<file path="config.mk">
export PLATFORM = sky130hd
export DESIGN_NAME = nrtc_master
export DESIGN_NICKNAME = d
export VERILOG_FILES = /design/src/rtl/nrtc_pkg.sv /design/src/rtl/nrtc_timer.sv /design/src/rtl/nrtc_shifter.sv /design/src/rtl/nrtc_master.sv
export SDC_FILE = /design/constraint.sdc
export NUM_CORES = 1
export LEC_CHECK = 0
export BUFFER_PORTS_ARGS = -buffer_cell sky130_fd_sc_hd__buf_2
export CAP_MARGIN = 20
export CORE_MARGIN = 8
export CORE_UTILIZATION = 50
export CTS_CLUSTER_SIZE = 25
export DETAILED_ROUTE_END_ITERATION = 10
export GPL_TIMING_DRIVEN = 0
export HOLD_SLACK_MARGIN = 0.02
export PLACE_DENSITY_LB_ADDON = 0.25
export SYNTH_ARGS = -nofsm -noshare
export SYNTH_HDL_FRONTEND = slang
export SYNTH_HIERARCHICAL = 1
export SYNTH_SLANG_ARGS = --single-unit
</file>
<file path="constraint.sdc">
create_clock -name clk -period 2.7 [get_ports clk]
set_input_delay 0.135 -clock clk [delete_from_list [all_inputs] [get_ports clk]]
set_output_delay 0.135 -clock clk [all_outputs]
set_load 0.01 [all_outputs]
</file>
<file path="src/rtl/nrtc_pkg.sv">
package nrtc_pkg;

    localparam int NIB_W   = 4;
    localparam int FRAME_W = 4 * NIB_W;

    // control nibbles: {spare, read flag, address phase, data phase}
    localparam logic [NIB_W-1:0] CTL_RD_ADDR = 4'b1110;
    localparam logic [NIB_W-1:0] CTL_WR_ADDR = 4'b1010;
    localparam logic [NIB_W-1:0] CTL_WR_DATA = 4'b1001;

    typedef enum logic [2:0] {
        ST_IDLE,
        ST_CE_ON,
        ST_HI,
        ST_LO,
        ST_CE_OFF
    } nrtc_state_e;

    typedef struct packed {
        logic [FRAME_W-1:0] bits;   // MSB goes out first
        logic [FRAME_W-1:0] drive;  // 1 = master drives that bit
    } nrtc_frame_t;

    function automatic nrtc_frame_t build_frame(
        input logic             rd,
        input logic [NIB_W-1:0] a,
        input logic [NIB_W-1:0] d
    );
        nrtc_frame_t f;
        if (rd) begin
            f.bits  = {CTL_RD_ADDR, a, {(2*NIB_W){1'b0}}};
            f.drive = {{(2*NIB_W){1'b1}}, {(2*NIB_W){1'b0}}};
        end else begin
            f.bits  = {CTL_WR_ADDR, a, CTL_WR_DATA, d};
            f.drive = {FRAME_W{1'b1}};
        end
        return f;
    endfunction

endpackage

</file>
<file path="src/rtl/nrtc_timer.sv">
module nrtc_timer #(
    parameter int CNT_W = 8
) (
    input  logic             clk,
    input  logic             rst,
    input  logic             load,
    input  logic [CNT_W-1:0] load_val,
    output logic             zero
);
    logic [CNT_W-1:0] cnt;

    always_ff @(posedge clk) begin
        if (rst)
            cnt <= '0;
        else if (load)
            cnt <= load_val;
        else if (cnt != '0)
            cnt <= cnt - 1'b1;
    end

    assign zero = (cnt == '0);
endmodule

</file>
<file path="src/rtl/nrtc_shifter.sv">
module nrtc_shifter
    import nrtc_pkg::*;
(
    input  logic             clk,
    input  logic             rst,
    input  logic             load,
    input  nrtc_frame_t      frame,
    input  logic             advance,
    input  logic             capture,
    input  logic             sdi,
    output logic             head_bit,
    output logic             head_drive,
    output logic [NIB_W-1:0] rx_nib
);
    nrtc_frame_t sh;

    always_ff @(posedge clk) begin
        if (rst) begin
            sh     <= '0;
            rx_nib <= '0;
        end else begin
            if (load)
                sh <= frame;
            else if (advance) begin
                sh.bits  <= {sh.bits[FRAME_W-2:0], 1'b0};
                sh.drive <= {sh.drive[FRAME_W-2:0], 1'b0};
            end
            if (capture)
                rx_nib <= {rx_nib[NIB_W-2:0], sdi};
        end
    end

    assign head_bit   = sh.bits[FRAME_W-1];
    assign head_drive = sh.drive[FRAME_W-1];
endmodule

</file>
<file path="src/rtl/nrtc_master.sv">
module nrtc_master
    import nrtc_pkg::*;
#(
    parameter int HALF_CYC   = 60000,
    parameter int SETTLE_CYC = 120000
) (
    input  logic             clk,
    input  logic             rst,
    input  logic             start,
    input  logic             rd_nwr,
    input  logic [NIB_W-1:0] addr,
    input  logic [NIB_W-1:0] wdata,
    output logic             busy,
    output logic             done,
    output logic [NIB_W-1:0] rdata,
    output logic             ce,
    output logic             scl,
    output logic             sd_out,
    output logic             sd_oe,
    input  logic             sd_in
);
    localparam int CNT_MAX   = (HALF_CYC > SETTLE_CYC) ? HALF_CYC : SETTLE_CYC;
    localparam int CNT_W     = $clog2(CNT_MAX + 1);
    localparam int IDX_W     = $clog2(FRAME_W);
    localparam logic [CNT_W-1:0] HALF_LD   = CNT_W'(HALF_CYC - 1);
    localparam logic [CNT_W-1:0] SETTLE_LD = CNT_W'(SETTLE_CYC - 1);
    localparam logic [IDX_W-1:0] IDX_LAST  = IDX_W'(FRAME_W - 1);
    localparam logic [IDX_W-1:0] IDX_RX    = IDX_W'(2 * NIB_W);
    localparam logic [IDX_W-1:0] IDX_CAP   = IDX_W'(FRAME_W - NIB_W);

    nrtc_state_e      st, st_nxt;
    logic [IDX_W-1:0] bit_idx;
    logic             is_rd;
    logic             tz, tmr_load;
    logic [CNT_W-1:0] tmr_val;
    logic             sh_load, sh_adv, cap;
    logic             head_bit, head_drive;
    logic [NIB_W-1:0] rx_nib;
    logic             in_bits;

    nrtc_timer #(.CNT_W(CNT_W)) i_timer (
        .clk      (clk),
        .rst      (rst),
        .load     (tmr_load),
        .load_val (tmr_val),
        .zero     (tz)
    );

    nrtc_shifter i_shifter (
        .clk        (clk),
        .rst        (rst),
        .load       (sh_load),
        .frame      (build_frame(rd_nwr, addr, wdata)),
        .advance    (sh_adv),
        .capture    (cap),
        .sdi        (sd_in),
        .head_bit   (head_bit),
        .head_drive (head_drive),
        .rx_nib     (rx_nib)
    );

    always_comb begin
        st_nxt   = st;
        tmr_load = 1'b0;
        tmr_val  = '0;
        sh_load  = 1'b0;
        sh_adv   = 1'b0;
        cap      = 1'b0;
        case (st)
            ST_IDLE: if (start) begin
                st_nxt   = ST_CE_ON;
                tmr_load = 1'b1;
                tmr_val  = SETTLE_LD;
                sh_load  = 1'b1;
            end
            ST_CE_ON: if (tz) begin
                st_nxt   = ST_HI;
                tmr_load = 1'b1;
                tmr_val  = HALF_LD;
            end
            ST_HI: if (tz) begin
                st_nxt   = ST_LO;
                tmr_load = 1'b1;
                tmr_val  = HALF_LD;
                cap      = is_rd && (bit_idx >= IDX_CAP);
            end
            ST_LO: if (tz) begin
                tmr_load = 1'b1;
                if (bit_idx == IDX_LAST) begin
                    st_nxt  = ST_CE_OFF;
                    tmr_val = SETTLE_LD;
                end else begin
                    st_nxt  = ST_HI;
                    tmr_val = HALF_LD;
                    sh_adv  = 1'b1;
                end
            end
            ST_CE_OFF: if (tz) st_nxt = ST_IDLE;
            default: st_nxt = ST_IDLE;
        endcase
    end

    always_ff @(posedge clk) begin
        if (rst) begin
            st      <= ST_IDLE;
            bit_idx <= '0;
            is_rd   <= 1'b0;
            ce      <= 1'b0;
            scl     <= 1'b1;
            done    <= 1'b0;
            rdata   <= '0;
        end else begin
            st   <= st_nxt;
            done <= 1'b0;
            if (st == ST_IDLE && start) begin
                ce      <= 1'b1;
                is_rd   <= rd_nwr;
                bit_idx <= '0;
            end
            if (st == ST_HI && tz)
                scl <= 1'b0;
            if (st == ST_LO && tz) begin
                scl <= 1'b1;
                if (bit_idx == IDX_LAST) ce <= 1'b0;
            end
            if (sh_adv)
                bit_idx <= bit_idx + 1'b1;
            if (st == ST_CE_OFF && tz) begin
                done <= 1'b1;
                if (is_rd) rdata <= rx_nib;
            end
        end
    end

    assign in_bits = (st == ST_HI) || (st == ST_LO);
    assign busy    = (st != ST_IDLE);
    assign sd_oe   = in_bits && head_drive;
    assign sd_out  = sd_oe && head_bit;

    AST_IDLE_LINES: assert property (@(posedge clk) disable iff (rst)
        !ce |-> (scl && !sd_oe));
    AST_RX_RELEASED: assert property (@(posedge clk) disable iff (rst)
        (in_bits && is_rd && bit_idx >= IDX_RX) |-> !sd_oe);
    AST_FALL_UNDER_CE: assert property (@(posedge clk) disable iff (rst)
        $fell(scl) |-> ce);
    AST_DONE_IDLE: assert property (@(posedge clk) disable iff (rst)
        done |-> !busy);
    AST_BUSY_ENDS_DONE: assert property (@(posedge clk) disable iff (rst)
        $fell(busy) |-> done);
    AST_RDATA_HELD: assert property (@(posedge clk) disable iff (rst)
        !$stable(rdata) |-> done);
endmodule

</file>
# Yosys cells after proc, flatten, opt, wreduce, memory -nomap -nowiden
# Cells that the tools add are included.
[classes]
add_sub_neg = 2
n_lt_le_gt_ge = 1
eq_ne = 10
n_mux = 32
n_reduce_logical = 20
[op_table]
columns = ["operator", "count"]
rows = [
  ["$mux W17", 5],
  ["$mux W32", 2],
  ["$pmux W17 S3", 1],
  ["$mux W31", 1],
  ["$mux W3", 6],
  ["$logic_not A17 Y1", 1],
  ["$reduce_bool A17 Y1", 1],
  ["$sub A17 B1 Y17 const B", 1],
  ["$mux W16", 1],
  ["$pmux W3 S5", 1],
  ["$mux W1", 12],
  ["$ne A2 B2 Y1 const B", 5],
  ["$mux W4", 2],
  ["$logic_and A1 B1 Y1", 7],
  ["$eq A3 B2 Y1 const B", 2],
  ["$reduce_bool A2 Y1", 3],
  ["$reduce_and A5 Y1", 1],
  ["$add A4 B1 Y4 const B", 1],
  ["$eq A4 B4 Y1 const B", 1],
  ["$ge A4 B4 Y1 const B", 1],
  ["$reduce_or A2 Y1", 2],
  ["$eq A3 B1 Y1 const B", 1],
  ["$eq A3 B3 Y1 const B", 1],
  ["$logic_not A3 Y1", 1],
  ["other kinds (5)", 5],
]
[totals]
ff_bits = 68
in_bits = 13
elab_cells = 76

# Logic depth before layout (Yosys ltp)
[depth]
ltp_word = 6
mapped_depth = 13
depth_no_buf = 11

# Modules after synthesis
# The synthesis kept the hierarchy.
[modules_own_cells]
columns = ["mod", "instances", "cells_each", "area_per_inst_um2", "seq_area_each_um2"]
rows = [
  ["nrtc_shifter", 1, 156, 1680.4, 720.7],
  ["nrtc_timer", 1, 112, 930.9, 340.3],
  ["nrtc_master", 1, 102, 844.6, 300.3],
]

# Worst setup path after synthesis
# Ideal clock, no wire load.
[synth_timing]
kind = "register -> register"
from = "register i_timer.cnt[0]"
to = "register i_shifter.rx_nib[0]"
setup_ns = 0.128
arrival_time_ns = 2.563
required_ns = 2.572
setup_slack_ns = 0.009
path_stages_with_launch = 14
period_less_slack_ns = 2.691
cell_sequence = "dfxtp_1 inv_1 ha_1 nor4b_1 nand4b_1 or2_4 inv_2 buf_4 and3b_1 nand3_1 nor3b_1 clkbuf_1 mux2i_1 nor2_1"
[synth_between]
elab_chain_cells = 3
[synth_rtl]
columns = ["element", "line", "rtl"]
rows = [
  ["from (decl)", "nrtc_timer.sv:10", "logic [CNT_W-1:0] cnt;"],
  ["from (signal assigned)", "nrtc_timer.sv:16", "cnt <= load_val;"],
  ["from (signal assigned)", "nrtc_timer.sv:18", "cnt <= cnt - 1'b1;"],
  ["$logic_not A17 Y1", "nrtc_timer.sv:21", "assign zero = (cnt == '0);"],
  ["net tz", "nrtc_master.sv:34", "logic tz, tmr_load;"],
  ["$mux W1", "nrtc_master.sv:81", "ST_HI: if (tz) begin"],
  ["$mux W1", "nrtc_master.sv:69", "case (st)"],
  ["net cap", "nrtc_master.sv:36", "logic sh_load, sh_adv, cap;"],
  ["to (signal assigned)", "nrtc_shifter.sv:29", "rx_nib <= {rx_nib[NIB_W-2:0], sdi};"],
  ["to (decl)", "nrtc_shifter.sv:13", "output logic [NIB_W-1:0] rx_nib"],
]
# The timed path passes the listed nets, and every way through them passes these cells.
# A chain may end at the register's enable or synchronous reset.

# Worst setup path in the final report
[layout_timing]
from = "register i_timer.cnt[12]"
to = "register i_timer.cnt[0]"
[layout_between]
elab_chain_cells = 4
word_cells_on_any_way = 9
classes_between = "6 x mux; 3 x reduce/logical"
[layout_rtl]
columns = ["element", "line"]
rows = [
  ["$logic_not A17 Y1 *", "nrtc_timer.sv:21"],
  ["net tz", "nrtc_master.sv:34"],
  ["$mux W1 *", "nrtc_master.sv:76, nrtc_master.sv:81, nrtc_master.sv:87"],
  ["$pmux W1 S2 *", "nrtc_master.sv:69"],
  ["net tmr_load", "nrtc_master.sv:34"],
  ["$mux W17 / $reduce_bool A2 Y1 (equally long branches)", "--"],
]
# The timed path passes the listed nets; every way through them passes the cells marked *.

==> flow_metrics.tcl <==
set metrics [dict create \
    required_ns 2.91 \
    diodes 0 \
    vias 2756 \
    cts_buffers 9 \
    layout_commonest_cell "dfxtp_1" \
    holdCritStartpoint "addr[1]" \
    tightest_slew_ns 0.6559 \
    hold_class "in -> reg" \
    final.min_clock_period_ns 2.603 \
    whs_endpoint "i_shifter/sh[25]" \
    clkTransAtPathRegs_ns 0.07 \
    path_class "reg -> reg" \
    grt.total_usage_pct 14.75 \
    cts_root_buffer "clkbuf_8" \
    switching_power_uw 1260 \
    final_core_util_pct 60.91 \
    drt_pass1_iterations 4 \
    sw_frac_of_total_pct 34.11 \
    startpoint_type "register" \
    syn_area_sq_um 3456 \
    grt_pass1_vias 2595 \
    p_per_area_nw_per_um2 897.7 \
    p_clk_share_pct 24.9 \
    intPower_uw 2434 \
    synth_seq_cells 68 \
    place_ws_ns -0.5911 \
    status "complete, no violations" \
    final_nets 442 \
    die_area_sq_um 9828 \
    die_w_microns 99.14 \
    syn_area_per_cell_sq_um 9.340 \
    power_uw 3694 \
    crit_arrival_ns 2.81 \
    cts_tree "done" \
    grt_max_degree 12 \
    drt_iter0_markers 93 \
    ctsLongestPathBuffers 2 \
    reg2reg_depth 11 \
    slew_headroom_pct 56.28 \
    layout-drive-gt1-share_pct 23.38 \
    start_util_pct 51.15 \
    h-tree-depth 3 \
    avgViaCountPerCell 5.383 \
    final_cell_mix "dfxtp_1, mux2i_1, nor2b_1, buf_2, nand2_1" \
    synth_cell_types 61 \
    synthCells 370 \
    drv_slew 0 \
    core_sq_um 6756 \
    cts_sinks 68 \
    r2r_slack_ns 0.1 \
    drc 0 \
    synth_edf_count 0 \
    grt_pass1_wl_microns 11930 \
    ant_nets 0 \
    port_buffers 21 \
    rows 30 \
    wl_microns 7114 \
    hpwl_microns 4623 \
    fmax_mhz 384.2 \
    holdPathStages 3 \
    vdd_drop_max_uv 343.6 \
    share_comb_of_total_power_pct 38.3 \
    syn2layout_area_growth_pct 19.08 \
    timing.final.crit_share_pct 96.40 \
    layout_setup_ws_ns 0.09722 \
    reg2reg_to "i_timer/cnt[0]" \
    yosysWarnings 6 \
    hold_violations 0 \
    antenna_found_initial 0 \
    pwr-share-seq_pct 36.8 \
    finalSetupTns_ns 0 \
    synthArstFlopShare_pct 0 \
    worstSkewPairLatency_ns 0.34 \
    gp_congestion 0.7555 \
    p_leak_uw 0.001505 \
    synth-main-ff-cell "dfxtp_1" \
    die_h_microns 99.14 \
    fin_worst_skew_ns 0.008817 \
    setup_viol 0 \
    worstPathMaxFanout 10 \
    gr-total-overflow 0 \
    setup.worst_path.start "i_timer/cnt[12]" \
    reg2reg_from "i_timer/cnt[12]" \
    cap_violations 0 \
    ios 23 \
    wl_per_cell_microns 13.89 \
    end_kind "register" \
    yosysSeqAreaShare_pct 39.39 \
    fill_cells 585 \
]
-- timing repair --
item,CTS,global route
setup buffers,3,8
gates cloned,0,1
hold buffers,1,0
endpoints found under the setup margin,57,51
endpoints found under the hold margin,1,0
gates resized for setup,16,12
pin swaps,3,4
-- per-stage QoR --
step                      cells  instance area [sq um]  hold slack, ns
after floorplan             382                   3501          0.2710
after global placement      483                   3706          0.3758
after detailed placement    483                   3706          0.3802
after CTS                   503                   4021         0.06300
after global routing        512                   4115         0.07798
final                       512                   4115         0.08094
-- power by group through the flow --
stage | sequential (uW) | combinational, uW | clock, uW
2_1_floorplan | 1320 | 970 | 0
3_3_place_gp | 1350 | 1150 | 0
3_5_place_dp | 1360 | 1170 | 0
4_1_cts | 1350 | 1270 | 942
5_1_grt | 1380 | 1550 | 990
6_report | 1360 | 1410 | 920
-- registers in the layout, indices dropped and copies added, names as in the netlist --
signal / flops
st: 3
i_shifter/head_drive: 1
i_shifter/head_bit: 1
i_timer/cnt: 17
i_shifter/sh: 30
bit_idx: 4
ce: 1
rdata: 4
i_shifter/rx_nib: 4
scl: 1
is_rd: 1
done: 1
-- routing by layer --
| layer | GRT usage (%) | wire length [microns] | up-vias |
|---|---|---|---|
| li1 | - | - | 1408 |
| met1 | 18.09 | 3379 | 1288 |
| met2 | 23.44 | 3333 | 48 |
| met3 | 4.888 | 303 | 12 |
| met4 | 5.588 | 97 | 0 |
| met5 | 0 | 0 | - |
-- worst max-delay path: stages, from the launching register on --
cell and delay [ns]:
dfxtp_2 0.33, or2_4 0.26, or4_4 0.45, or2_4 0.28, inv_4 0.07, buf_6 0.10
o21ai_1 0.09, a21oi_2 0.27, buf_2 0.27, nor3_1 0.07, mux2i_1 0.17, o21ai_0 0.11
-- synthesized netlist by cell type (2+ instances only) --
library cell	instances	share of area (%)
dfxtp_1	68	39
mux2i_1	40	12
nor2b_1	37	6.7
nand2_1	27	2.9
a211oi_1	26	5.6
nor2_1	17	1.8
a21oi_1	12	1.7
clkbuf_1	10	1.1
nand2b_1	9	1.6
o21ai_0	9	1.3
a211oi_2	8	2.9
nor3_1	8	1.2
xnor2_1	8	2.0
nand3_1	7	1.0
buf_2	6	0.87
inv_1	6	0.65
or3_1	6	1.1
o211ai_1	4	0.87
buf_1	3	0.33
buf_12	3	1.7
nor4_1	3	0.54
xor2_1	3	0.76
a211o_1	2	0.51
a31oi_1	2	0.36
a32o_1	2	0.58
and2_1	2	0.36
buf_4	2	0.43
buf_6	2	0.65
conb_1	2	0.22
ha_1	2	0.72
nand4b_1	2	0.51
o21ai_1	2	0.29
or3b_1	2	0.51
-- final cells by class --
type	instances	area, sq um	area share (%)
Multi-Input combinational cell	279	2002	48.65
Sequential cell	68	1364	33.14
Timing Repair Buffer	34	202.7	4.925
Buffer	27	192.7	4.682
Clock buffer	11	141.4	3.436
Tap cell	80	100.1	2.432
Clock inverter	5	75.07	1.824
Inverter	8	37.54	0.9121
-- worst max path at each step --
stage / endpoint
4_1_cts: i_shifter/rx_nib[3]
6_report: i_timer/cnt[0]
3_3_place_gp: i_shifter/rx_nib[2]
3_5_place_dp: i_shifter/rx_nib[3]
5_1_grt: i_timer/cnt[0]
2_1_floorplan: i_shifter/rx_nib[0]
-- logic make-up (layout without fill, tap and decap cells) --
kind of cell / Yosys count / count (layout) / share of synthesized area [%]
simple gates: 139 / 139 / 23.06
fa+ha+maj: 2 / 2 / 0.7240
xor+xnor: 11 / 11 / 2.788
other cells: 2 / 14 / 0.2173
compound gates: 72 / 72 / 15.64
mux: 41 / 41 / 11.91
buf+inv: 35 / 85 / 6.263
flops: 68 / 68 / 39.39
No activity file was read; power rests on OpenSTA's default activity.
